`src/rtl/dbg_halt_pkg.sv`:
```
package dbg_halt_pkg;

    typedef enum logic [1:0] {
        OP_ADD    = 2'd0,
        OP_REMOVE = 2'd1,
        OP_TOGGLE = 2'd2,
        OP_EMPTY  = 2'd3
    } bp_op_e;

    localparam int CAUSE_W   = 5;
    localparam int CB_BUDGET = 4;
    localparam int CB_BKPT   = 3;
    localparam int CB_STOP   = 2;
    localparam int CB_EXT    = 1;
    localparam int CB_FETCH  = 0;

endpackage

```
`src/rtl/dbg_bp_list.sv`:
```
module dbg_bp_list
    import dbg_halt_pkg::*;
#(
    parameter int AW        = 16,
    parameter int DEPTH     = 8,
    parameter int PMEM_SIZE = 4096,
    localparam int CW       = $clog2(DEPTH + 1),
    localparam int IW       = (DEPTH > 1) ? $clog2(DEPTH) : 1
) (
    input  logic          clk,
    input  logic          rst_n,
    input  logic          cmd_valid,
    input  logic [1:0]    cmd_op,
    input  logic [AW-1:0] cmd_addr,
    output logic          cmd_err,
    input  logic [AW-1:0] match_addr,
    output logic          match_hit,
    output logic [CW-1:0] count
);

    typedef struct packed {
        logic [DEPTH-1:0][AW-1:0] ent;
        logic [CW-1:0]            cnt;
        logic                     err;
    } list_t;

    list_t list_d, list_q;

    logic [DEPTH-1:0] cmd_hit;
    logic [DEPTH-1:0] pc_hit;

    // Two parallel comparator banks: one for the command, one for the PC.
    for (genvar g = 0; g < DEPTH; g++) begin : g_cmp
        assign cmd_hit[g] = (CW'(g) < list_q.cnt) && (list_q.ent[g] == cmd_addr);
        assign pc_hit[g]  = (CW'(g) < list_q.cnt) && (list_q.ent[g] == match_addr);
    end

    logic          present;
    logic          full;
    logic          out_of_range;
    logic [IW-1:0] hit_idx;
    logic          do_add;
    logic          do_del;
    bp_op_e        op;

    always_comb begin
        op           = bp_op_e'(cmd_op);
        present      = |cmd_hit;
        full         = (list_q.cnt == CW'(DEPTH));
        out_of_range = ({1'b0, cmd_addr} >= (AW + 1)'(PMEM_SIZE));
        hit_idx      = '0;
        for (int i = 0; i < DEPTH; i++) begin
            if (cmd_hit[i]) hit_idx = IW'(i);
        end

        list_d     = list_q;
        list_d.err = 1'b0;
        do_add     = 1'b0;
        do_del     = 1'b0;

        if (cmd_valid) begin
            case (op)
                OP_ADD: begin
                    if (out_of_range)          list_d.err = 1'b1;
                    else if (!present && !full) do_add = 1'b1;
                end
                OP_REMOVE: begin
                    if (out_of_range || !present) list_d.err = 1'b1;
                    else                          do_del = 1'b1;
                end
                OP_TOGGLE: begin
                    if (out_of_range)  list_d.err = 1'b1;
                    else if (present)  do_del = 1'b1;
                    else if (!full)    do_add = 1'b1;
                end
                default: list_d.cnt = '0;
            endcase
        end

        if (do_add) begin
            for (int i = 0; i < DEPTH; i++) begin
                if (CW'(i) == list_q.cnt) list_d.ent[i] = cmd_addr;
            end
            list_d.cnt = list_q.cnt + 1'b1;
        end

        if (do_del) begin
            // Last valid entry moves into the freed slot; list stays packed.
            for (int i = 0; i < DEPTH; i++) begin
                if (IW'(i) == hit_idx) begin
                    for (int j = 0; j < DEPTH; j++) begin
                        if (CW'(j) == list_q.cnt - 1'b1) list_d.ent[i] = list_q.ent[j];
                    end
                end
            end
            list_d.cnt = list_q.cnt - 1'b1;
        end
    end

    always_ff @(posedge clk or negedge rst_n) begin
        if (!rst_n) list_q <= '0;
        else        list_q <= list_d;
    end

    assign cmd_err   = list_q.err;
    assign match_hit = |pc_hit;
    assign count     = list_q.cnt;

endmodule

```
`src/rtl/dbg_halt_ctrl.sv`:
```
module dbg_halt_ctrl
    import dbg_halt_pkg::*;
#(
    parameter int AW        = 16,
    parameter int BW        = 16,
    parameter int PMEM_SIZE = 4096
) (
    input  logic               clk,
    input  logic               rst_n,
    input  logic               run_start,
    input  logic [BW-1:0]      budget_in,
    input  logic               retire_valid,
    input  logic [AW-1:0]      retire_pc,
    input  logic               bp_hit,
    input  logic [AW-1:0]      stop_addr,
    input  logic               ext_break,
    input  logic               fetch_valid,
    input  logic [AW-1:0]      fetch_addr,
    output logic               halt,
    output logic [CAUSE_W-1:0] halt_cause
);

    typedef struct packed {
        logic               run;
        logic               lim;
        logic [BW-1:0]      left;
        logic               halt;
        logic [CAUSE_W-1:0] cause;
    } ctrl_t;

    ctrl_t ctrl_d, ctrl_q;

    logic [CAUSE_W-1:0] hits;
    logic [CAUSE_W-1:0] sel;
    logic               fetch_bad;

    always_comb begin
        fetch_bad = ({1'b0, fetch_addr} >= (AW + 1)'(PMEM_SIZE));
        hits      = '0;
        sel       = '0;
        ctrl_d    = ctrl_q;

        if (run_start) begin
            ctrl_d.run   = 1'b1;
            ctrl_d.halt  = 1'b0;
            ctrl_d.cause = '0;
            ctrl_d.lim   = ($signed(budget_in) > 0);
            ctrl_d.left  = budget_in;
        end else if (ctrl_q.run) begin
            if (retire_valid) begin
                if (ctrl_q.lim) ctrl_d.left = ctrl_q.left - 1'b1;
                hits[CB_BUDGET] = ctrl_q.lim && (ctrl_q.left == BW'(1));
                hits[CB_BKPT]   = bp_hit;
                hits[CB_STOP]   = (stop_addr != '0) && (stop_addr == retire_pc);
                hits[CB_EXT]    = ext_break;
            end
            hits[CB_FETCH] = fetch_valid && fetch_bad;

            // Highest bit wins: budget, breakpoint, stop, external, fetch.
            for (int i = 0; i < CAUSE_W; i++) begin
                if (hits[i]) sel = CAUSE_W'(1) << i;
            end

            if (|hits) begin
                ctrl_d.run   = 1'b0;
                ctrl_d.halt  = 1'b1;
                ctrl_d.cause = sel;
            end
        end
    end

    always_ff @(posedge clk or negedge rst_n) begin
        if (!rst_n) ctrl_q <= '0;
        else        ctrl_q <= ctrl_d;
    end

    assign halt       = ctrl_q.halt;
    assign halt_cause = ctrl_q.cause;

endmodule

```
`src/rtl/dbg_halt_unit.sv`:
```
module dbg_halt_unit
    import dbg_halt_pkg::*;
#(
    parameter int AW        = 16,
    parameter int DEPTH     = 8,
    parameter int PMEM_SIZE = 4096,
    parameter int BW        = 16
) (
    input  logic               clk,
    input  logic               rst_n,
    input  logic               cmd_valid,
    input  logic [1:0]         cmd_op,
    input  logic [AW-1:0]      cmd_addr,
    output logic               cmd_err,
    input  logic [AW-1:0]      stop_addr,
    input  logic               run_start,
    input  logic [BW-1:0]      budget_in,
    input  logic               retire_valid,
    input  logic [AW-1:0]      retire_pc,
    input  logic               ext_break,
    input  logic               fetch_valid,
    input  logic [AW-1:0]      fetch_addr,
    output logic               halt,
    output logic [CAUSE_W-1:0] halt_cause
);

    localparam int CW = $clog2(DEPTH + 1);

    logic          bp_hit;
    logic [CW-1:0] bp_count;

    dbg_bp_list #(
        .AW(AW), .DEPTH(DEPTH), .PMEM_SIZE(PMEM_SIZE)
    ) u_list (
        .clk        (clk),
        .rst_n      (rst_n),
        .cmd_valid  (cmd_valid),
        .cmd_op     (cmd_op),
        .cmd_addr   (cmd_addr),
        .cmd_err    (cmd_err),
        .match_addr (retire_pc),
        .match_hit  (bp_hit),
        .count      (bp_count)
    );

    dbg_halt_ctrl #(
        .AW(AW), .BW(BW), .PMEM_SIZE(PMEM_SIZE)
    ) u_ctrl (
        .clk          (clk),
        .rst_n        (rst_n),
        .run_start    (run_start),
        .budget_in    (budget_in),
        .retire_valid (retire_valid),
        .retire_pc    (retire_pc),
        .bp_hit       (bp_hit),
        .stop_addr    (stop_addr),
        .ext_break    (ext_break),
        .fetch_valid  (fetch_valid),
        .fetch_addr   (fetch_addr),
        .halt         (halt),
        .halt_cause   (halt_cause)
    );

endmodule

```
`config.mk`:
```
export PLATFORM = sky130hd
export DESIGN_NAME = dbg_halt_unit
export DESIGN_NICKNAME = d
export VERILOG_FILES = /design/src/rtl/dbg_halt_pkg.sv /design/src/rtl/dbg_bp_list.sv /design/src/rtl/dbg_halt_ctrl.sv /design/src/rtl/dbg_halt_unit.sv
export SDC_FILE = /design/constraint.sdc
export NUM_CORES = 1
export LEC_CHECK = 0
export ABC_AREA = 1
export BUFFER_PORTS_ARGS = -buffer_cell sky130_fd_sc_hd__buf_4
export CAP_MARGIN = 5
export CORE_ASPECT_RATIO = 1.5
export CORE_MARGIN = 5
export CORE_UTILIZATION = 48
export CTS_BUF_LIST = sky130_fd_sc_hd__clkbuf_8
export DETAILED_ROUTE_END_ITERATION = 7
export PLACE_DENSITY = 0.66
export SLEW_MARGIN = 20
export SYNTH_ARGS = -nofsm -noshare
export SYNTH_HDL_FRONTEND = slang
export SYNTH_SLANG_ARGS = --single-unit
```
`constraint.sdc`:
```
create_clock -name clk -period 6.7 [get_ports clk]
set_input_delay 0.335 -clock clk [delete_from_list [all_inputs] [get_ports clk]]
set_output_delay 0.335 -clock clk [all_outputs]
set_load 0.05 [all_outputs]
```
## After elaboration in Yosys (flattened, before gate mapping)

Index checks and enable logic that the tools add are counted.

- Bits in registers: 157
- Logic and storage cells: 243

- Add/subtract/negate cells: 3
- $lt $le $gt $ge: 11
- Equal/unequal tests: 51
- Muxes and demuxes: 122
- Reductions and logical operators: 41

Operators by type and width:

| kind | number |
|---|---|
| two-way mux 16 bit | 82 |
| == test 16 bit | 17 |
| two-way mux 132 bit | 2 |
| two-way mux 22 bit | 2 |
| == test 3 x 4 -> 1 bit, first input constant | 8 |
| greater-or-equal comparator 16 x 13 -> 1 bit, second input constant | 2 |
| two-way mux 3 bit | 7 |
| logical AND 1 bit | 20 |
| two-way mux 4 bit | 5 |
| two-way mux 1 bit | 17 |
| == test 16 x 1 -> 1 bit, second input constant | 1 |
| == test 2 x 4 -> 1 bit, first input constant | 4 |
| > comparator 16 x 1 -> 1 bit, second input constant | 1 |
| < comparator 3 x 4 -> 1 bit, first input constant | 4 |
| nonzero test 16 bit | 1 |
| OR reduction 8 bit | 2 |
| subtractor 16 x 1 -> 16 bit, second input constant | 1 |
| == test 3 bit, first input constant | 4 |
| two-way mux 5 bit | 2 |
| inequality test 10 bit, second input constant | 1 |
| inequality test 9 bit, second input constant | 1 |
| == test 1 x 4 -> 1 bit, first input constant | 2 |
| zero test 4 bit | 2 |
| < comparator 1 x 4 -> 1 bit, first input constant | 2 |
| 29 further kinds | 38 |

## Longest topological paths before layout

- Depth after elaboration: 20
- Depth in mapped cells: 30
- Mapped depth without buffers: 26

## Cells and area by module

From an unflattened synthesis, not the netlist that was laid out.

- Cells, all modules: 3873
- Area total of the unflattened synthesis: 20470.9 µm²

By module, submodules not included:

| module | times used | cells an instance | area each (µm²) | sequential area each (µm²) |
|---|---|---|---|---|
| dbg_bp_list | 1 | 3573 | 18452.7 | 3328.2 |
| dbg_halt_ctrl | 1 | 300 | 2018.2 | 600.6 |

## Worst setup path after synthesis

No wires, ideal clock.

- Path type: register -> register
- Start: register u_list.list_q (netlist bit u_list.count[0])
- End: register u_list.list_q[93] in the netlist's numbering
- Library setup time: 0.116 ns
- Data arrival time: 2.705 ns
- Path slack: 3.878 ns
- Stages on the path, launching flop included: 21
- Path buffers: 2
- Clock period less this slack: 2.822 ns
- Cells stage by stage: dfrtp_1 > inv_1 > ha_1 > o21ai_1 > nand3_1 > nor2_1 > nand3_2 > nand2_2 > nor2_4 > nand2_2 > nand2_2 > inv_2 > o2111ai_2 > or2_1 > or2_4 > buf_6 > buf_6 > nor2_2 > nand2_1 > nand2_1 > nand2_1

- Cells in the longest elaborated chain, start to end: 20
- Elaborated cells between the ends (all ways): 65

Ends and longest elaborated chain:

| element | line | text |
|---|---|---|
| from (decl) | dbg_bp_list.sv:27 | `list_t list_d, list_q;` |
| from (signal assigned) | dbg_bp_list.sv:102 | `else list_q <= list_d;` |
| < comparator 1 x 4 -> 1 bit, or another cell as far along | dbg_bp_list.sv:34 | `assign cmd_hit[g] = (CW'(g) < list_q.cnt) && (list_q.ent[g] == cmd_addr);` |
| logical AND 1 bit | dbg_bp_list.sv:34 |  |
| OR reduction 8 bit | dbg_bp_list.sv:48 | `present = \|cmd_hit;` |
| zero test 1 bit | dbg_bp_list.sv:65, dbg_bp_list.sv:68 |  |
| logical AND 1 bit | dbg_bp_list.sv:65 | `else if (!present && !full) do_add = 1'b1;` |
| two-way mux 1 bit | dbg_bp_list.sv:65 |  |
| two-way mux 1 bit | dbg_bp_list.sv:64 | `if (out_of_range) list_d.err = 1'b1;` |
| one-hot mux 1 bit (2 select lines) | dbg_bp_list.sv:62 | `case (op)` |
| two-way mux 1 bit | dbg_bp_list.sv:61 | `if (cmd_valid) begin` |
| two-way mux 132 bit | dbg_bp_list.sv:80 | `if (do_add) begin` |
| two-way mux 16 bit (8 in series) | dbg_bp_list.sv:92 | `if (CW'(j) == list_q.cnt - 1'b1) list_d.ent[i] = list_q.ent[j];` |
| two-way mux 16 bit | dbg_bp_list.sv:90 | `if (IW'(i) == hit_idx) begin` |
| two-way mux 132 bit | dbg_bp_list.sv:87 | `if (do_del) begin` |

Several ways; a longest one is shown, not always the timed one. The select of a mux whose other input is x is not followed.
A chain may end at the register's enable or synchronous reset.

## Worst setup path after layout

- Start: register u_list.list_q (netlist bit u_list.count[0])
- End: register u_list.list_q[46] in the netlist's numbering

Same word-level chain as after synthesis.

==> results.yml <==
power:
  p_seq_frac: 0.368
  sw_frac_of_total: 0.422
  p_leak_nw: 13.0
  combPwrFrac: 0.329
  switchingPower_w: 0.00125
  report.power.total_w: 0.00295
  p_int_w: 0.00171
  powerDensity_nw_per_um2: 134
  clock_power_share: 0.303
  peakVddDrop_mv: 0.130
layout:
  final_layout_size_suffix_gt1_frac: 0.0683
  regArea_um2: 3930
  nNetsFinal: 3982
  area_growth_pct: 5.95
  multi_input_area_um2: 14500
  nFillCells: 4882
clocking:
  insertion_delay_ns: 0.57
  root_buffer: "clkbuf_8"
  clk_pin_slew_ns: 0.10
  tritoncts: "yes"
  cts.sinks: 157
  h-tree-depth: 4
  cts_buffer_depth: 2
  cts_buffers: 17
setup_path:
  critPathTopFamily: "simple AND/OR/NAND/NOR gates"
  cp_data_arrival_time_ns: 6.07
  crit_chain: "ha_1, buf_4, inv_1, nand2_1, nand3_1, nor2_1, nand3_2, nand2_2, nor2_4, nand3_2, buf_12, nor2_4, inv_2, o21ai_1, nand2_1, nand2_1, nand2_1, nand2_1, nand2_1, nand2_1, nand2_1, nand2_1, nand2_1, a21oi_1"
  r2r-end: "u_list.list_q[46]"
  r2r-start: "u_list.count[0]"
  cp.required_ns: 7.19
  cp_slowest_cell: "nor2_4"
  path_class: "flop to flop"
  startpoint_type: "flop"
  cp_slowest_stage_delay_ns: 0.79
  cp_num_buf_inv: 4
  r2r_cells: 24
  path_max_fanout: 36
  endpoint_kind: "flop"
  r2r_slack_ns: 1.12
  cpMostUsedCell: "nand2_1"
placement:
  dp_hpwl_um: 85900
  io_buffers: 83
  gp_congestion: 1.20
detailed_routing:
  drtAntennaViolNets: 0
  initialDrtViolationCount: 4059
  drtPass1Iterations: 8
  via_per_inst: 6.16
  drc: 21
  wire_per_inst_um: 27.6
  wirelength_um: 123000
  num_vias: 27600
timing:
  hold_viol_final: 0
  fin_crit_sh: 0.833
  fmaxAchievable_mhz: 179
  finClkSkew_ns: 0.0240
  setup_viol_count_final: 0
  rsz0062_at_grt: "false"
  max_slew_margin: 0.107
  worstMarginPinSlew_ns: 1.34
  min_period_ns: 5.58
  tns_ns: 0
  report.final.slew_viol_count: 0
floorplan:
  die_width_um: 180
  fp-row-count: 93
  core_area_um2: 42800
  start_util: 0.484
  die_area_um2: 47600
  io_pins: 96
  die_h_um: 265
yosys:
  synth_edf_count: 0
  ys_seq_elements: 157
  synth-async-reset-ratio: 1.00
  yosysWarnings: 0
  synth_cells: 3929
  ys_types: 60
  yosys_most_used_dff: "dfrtp_1"
  seq_area_frac_synth: 0.189
  avgSynthCellArea_um2: 5.28
  syn-num-nets: 4029
  netlist_area_um2: 20700
global_routing:
  grt_usage: 0.497
  grt_pass1_vias: 25000
  antenna_found_initial: 7
  grt_pass1_wl_um: 173000
  grt_max_degree: 59
  overflow: 0
hold_path:
  hp-class: "input port to flop"
  holdPathStages: 3
  hold_end: "u_ctrl.ctrl_q[11]"
  hp-start: "budget_in[5]"
status:
  violations: "DRC"
  outcome: "finished, violations left"
flow_run:
  drv_cap: 0
per-layer routing:
layer,GRT usage,routed length (µm)
met5,0,45
met4,0.480,16000
met3,0.169,16500
met2,0.725,49500
met1,0.558,41100
how the worst max path moves through the flow:
stage	cells past startpoint	end	from
2_1_floorplan	20	u_list.list_q[93]	u_list.count[0]
3_3_place_gp	24	u_list.list_q[46]	u_list.count[1]
3_5_place_dp	24	u_list.list_q[45]	u_list.count[0]
4_1_cts	24	u_list.list_q[45]	u_list.count[0]
5_1_grt	24	u_list.list_q[40]	u_list.count[0]
6_report	24	u_list.list_q[46]	u_list.count[0]
metrics by stage:
stage	setup slack [ns]	area [µm²]	util	std cells	hold slack (ns)
finish	1.12	22000	0.513	4471	0.0187
global route	1.06	22000	0.513	4466	0.0246
CTS	1.46	22000	0.513	4465	0.000734
detailed placement	1.49	21500	0.502	4431	0.341
global placement	1.49	21500	0.502	4431	0.344
floorplan	3.88	20700	-	3929	0.0394
cell families (layout without fill, tap and decap cells):
| group | Yosys count | after routing | synth area share |
|---|---|---|---|
| AOI/OAI and AO/OA | 486 | 486 | 0.137 |
| xor gates and xnor gates | 118 | 118 | 0.0502 |
| adders and majority gates | 11 | 11 | 0.00663 |
| buffers and inverters | 546 | 512 | 0.112 |
| DFF | 157 | 157 | 0.189 |
| other | 0 | 6 | 0 |
| and+or+nand+nor | 2611 | 2611 | 0.504 |
power groups by stage:
| stage | registers (W) | clock network (W) | logic, W |
|---|---|---|---|
| after floorplan | 0.00107 | 0 | 0.000596 |
| after global placement | 0.00110 | 0 | 0.000909 |
| after detailed placement | 0.00110 | 0 | 0.000913 |
| after CTS | 0.00108 | 0.000889 | 0.000918 |
| after global routing | 0.00109 | 0.000916 | 0.00104 |
| final | 0.00109 | 0.000896 | 0.000971 |
cell type report:
type / instances / share of cell area
Multi-Input combinational cell: 3226 / 0.662
Clock buffer: 20 / 0.0125
Timing Repair Buffer: 131 / 0.0463
Tap cell: 570 / 0.0324
Antenna cell: 6 / 0.000683
Sequential cell: 157 / 0.179
Inverter: 349 / 0.0598
Clock inverter: 12 / 0.00763
flip-flops by register name (all words and copies together), names as in the netlist:
name	count
u_list.count	4
u_ctrl.halt	1
u_list.list_q	128
u_ctrl.ctrl_q	18
u_ctrl.halt_cause	5
u_list.cmd_err	1
cell usage after synthesis, types with 11 or more instances:
master	number	area [µm²]
nor2_1	378	1420
dfrtp_1	157	3930
buf_6	13	146
xor2_1	77	674
nor4_1	36	225
clkbuf_1	87	327
o22ai_1	55	344
ha_1	11	138
o21ai_0	189	946
a31oi_1	14	87.6
a21boi_0	21	158
xnor2_1	40	350
nand2_1	1950	7320
nand4_1	57	357
o221ai_1	20	175
buf_2	55	275
nor3_1	29	145
nand3_1	104	521
buf_4	27	203
inv_1	312	1170
inv_2	30	113
nor2_2	16	100
o21ai_1	23	115
a21oi_1	107	536
placed cells by master (no fill, tap or decap), types with 5 or more instances in the layout:
cell       count
nand2_2        7
a21oi_2       10
o211ai_1       9
o221ai_1      20
nand3_1      104
o21ai_2        8
a21oi_1      107
nand4_1       57
xor2_1        77
o2111ai_1      7
o22ai_1       55
a21boi_0      21
nor3_1        28
inv_1        312
ha_1          11
diode_2        6
nand2_1     1949
o21ai_0      189
nor2_4         9
clkinv_1       5
clkbuf_8      20
inv_2         32
nor4_1        36
o21ai_1       23
nor2_1       366
xnor2_1       40
dfrtp_1      157
buf_4        126
nor2_2        24
a31oi_1       14
tightest hold or removal path, delay by kind of cell:
| kind | cells | cell delay [ns] |
|---|---|---|
| buffers and inverters | 1 | 0.09 |
| AND/OR/NAND/NOR | 2 | 0.12 |
what timing repair did:
action,in CTS,in global routing
endpoints found under the hold margin,52,0
gates resized for setup,0,0
buffers inserted,0,0
hold buffers,2,0
No activity file was read; power rests on OpenSTA's default activity.
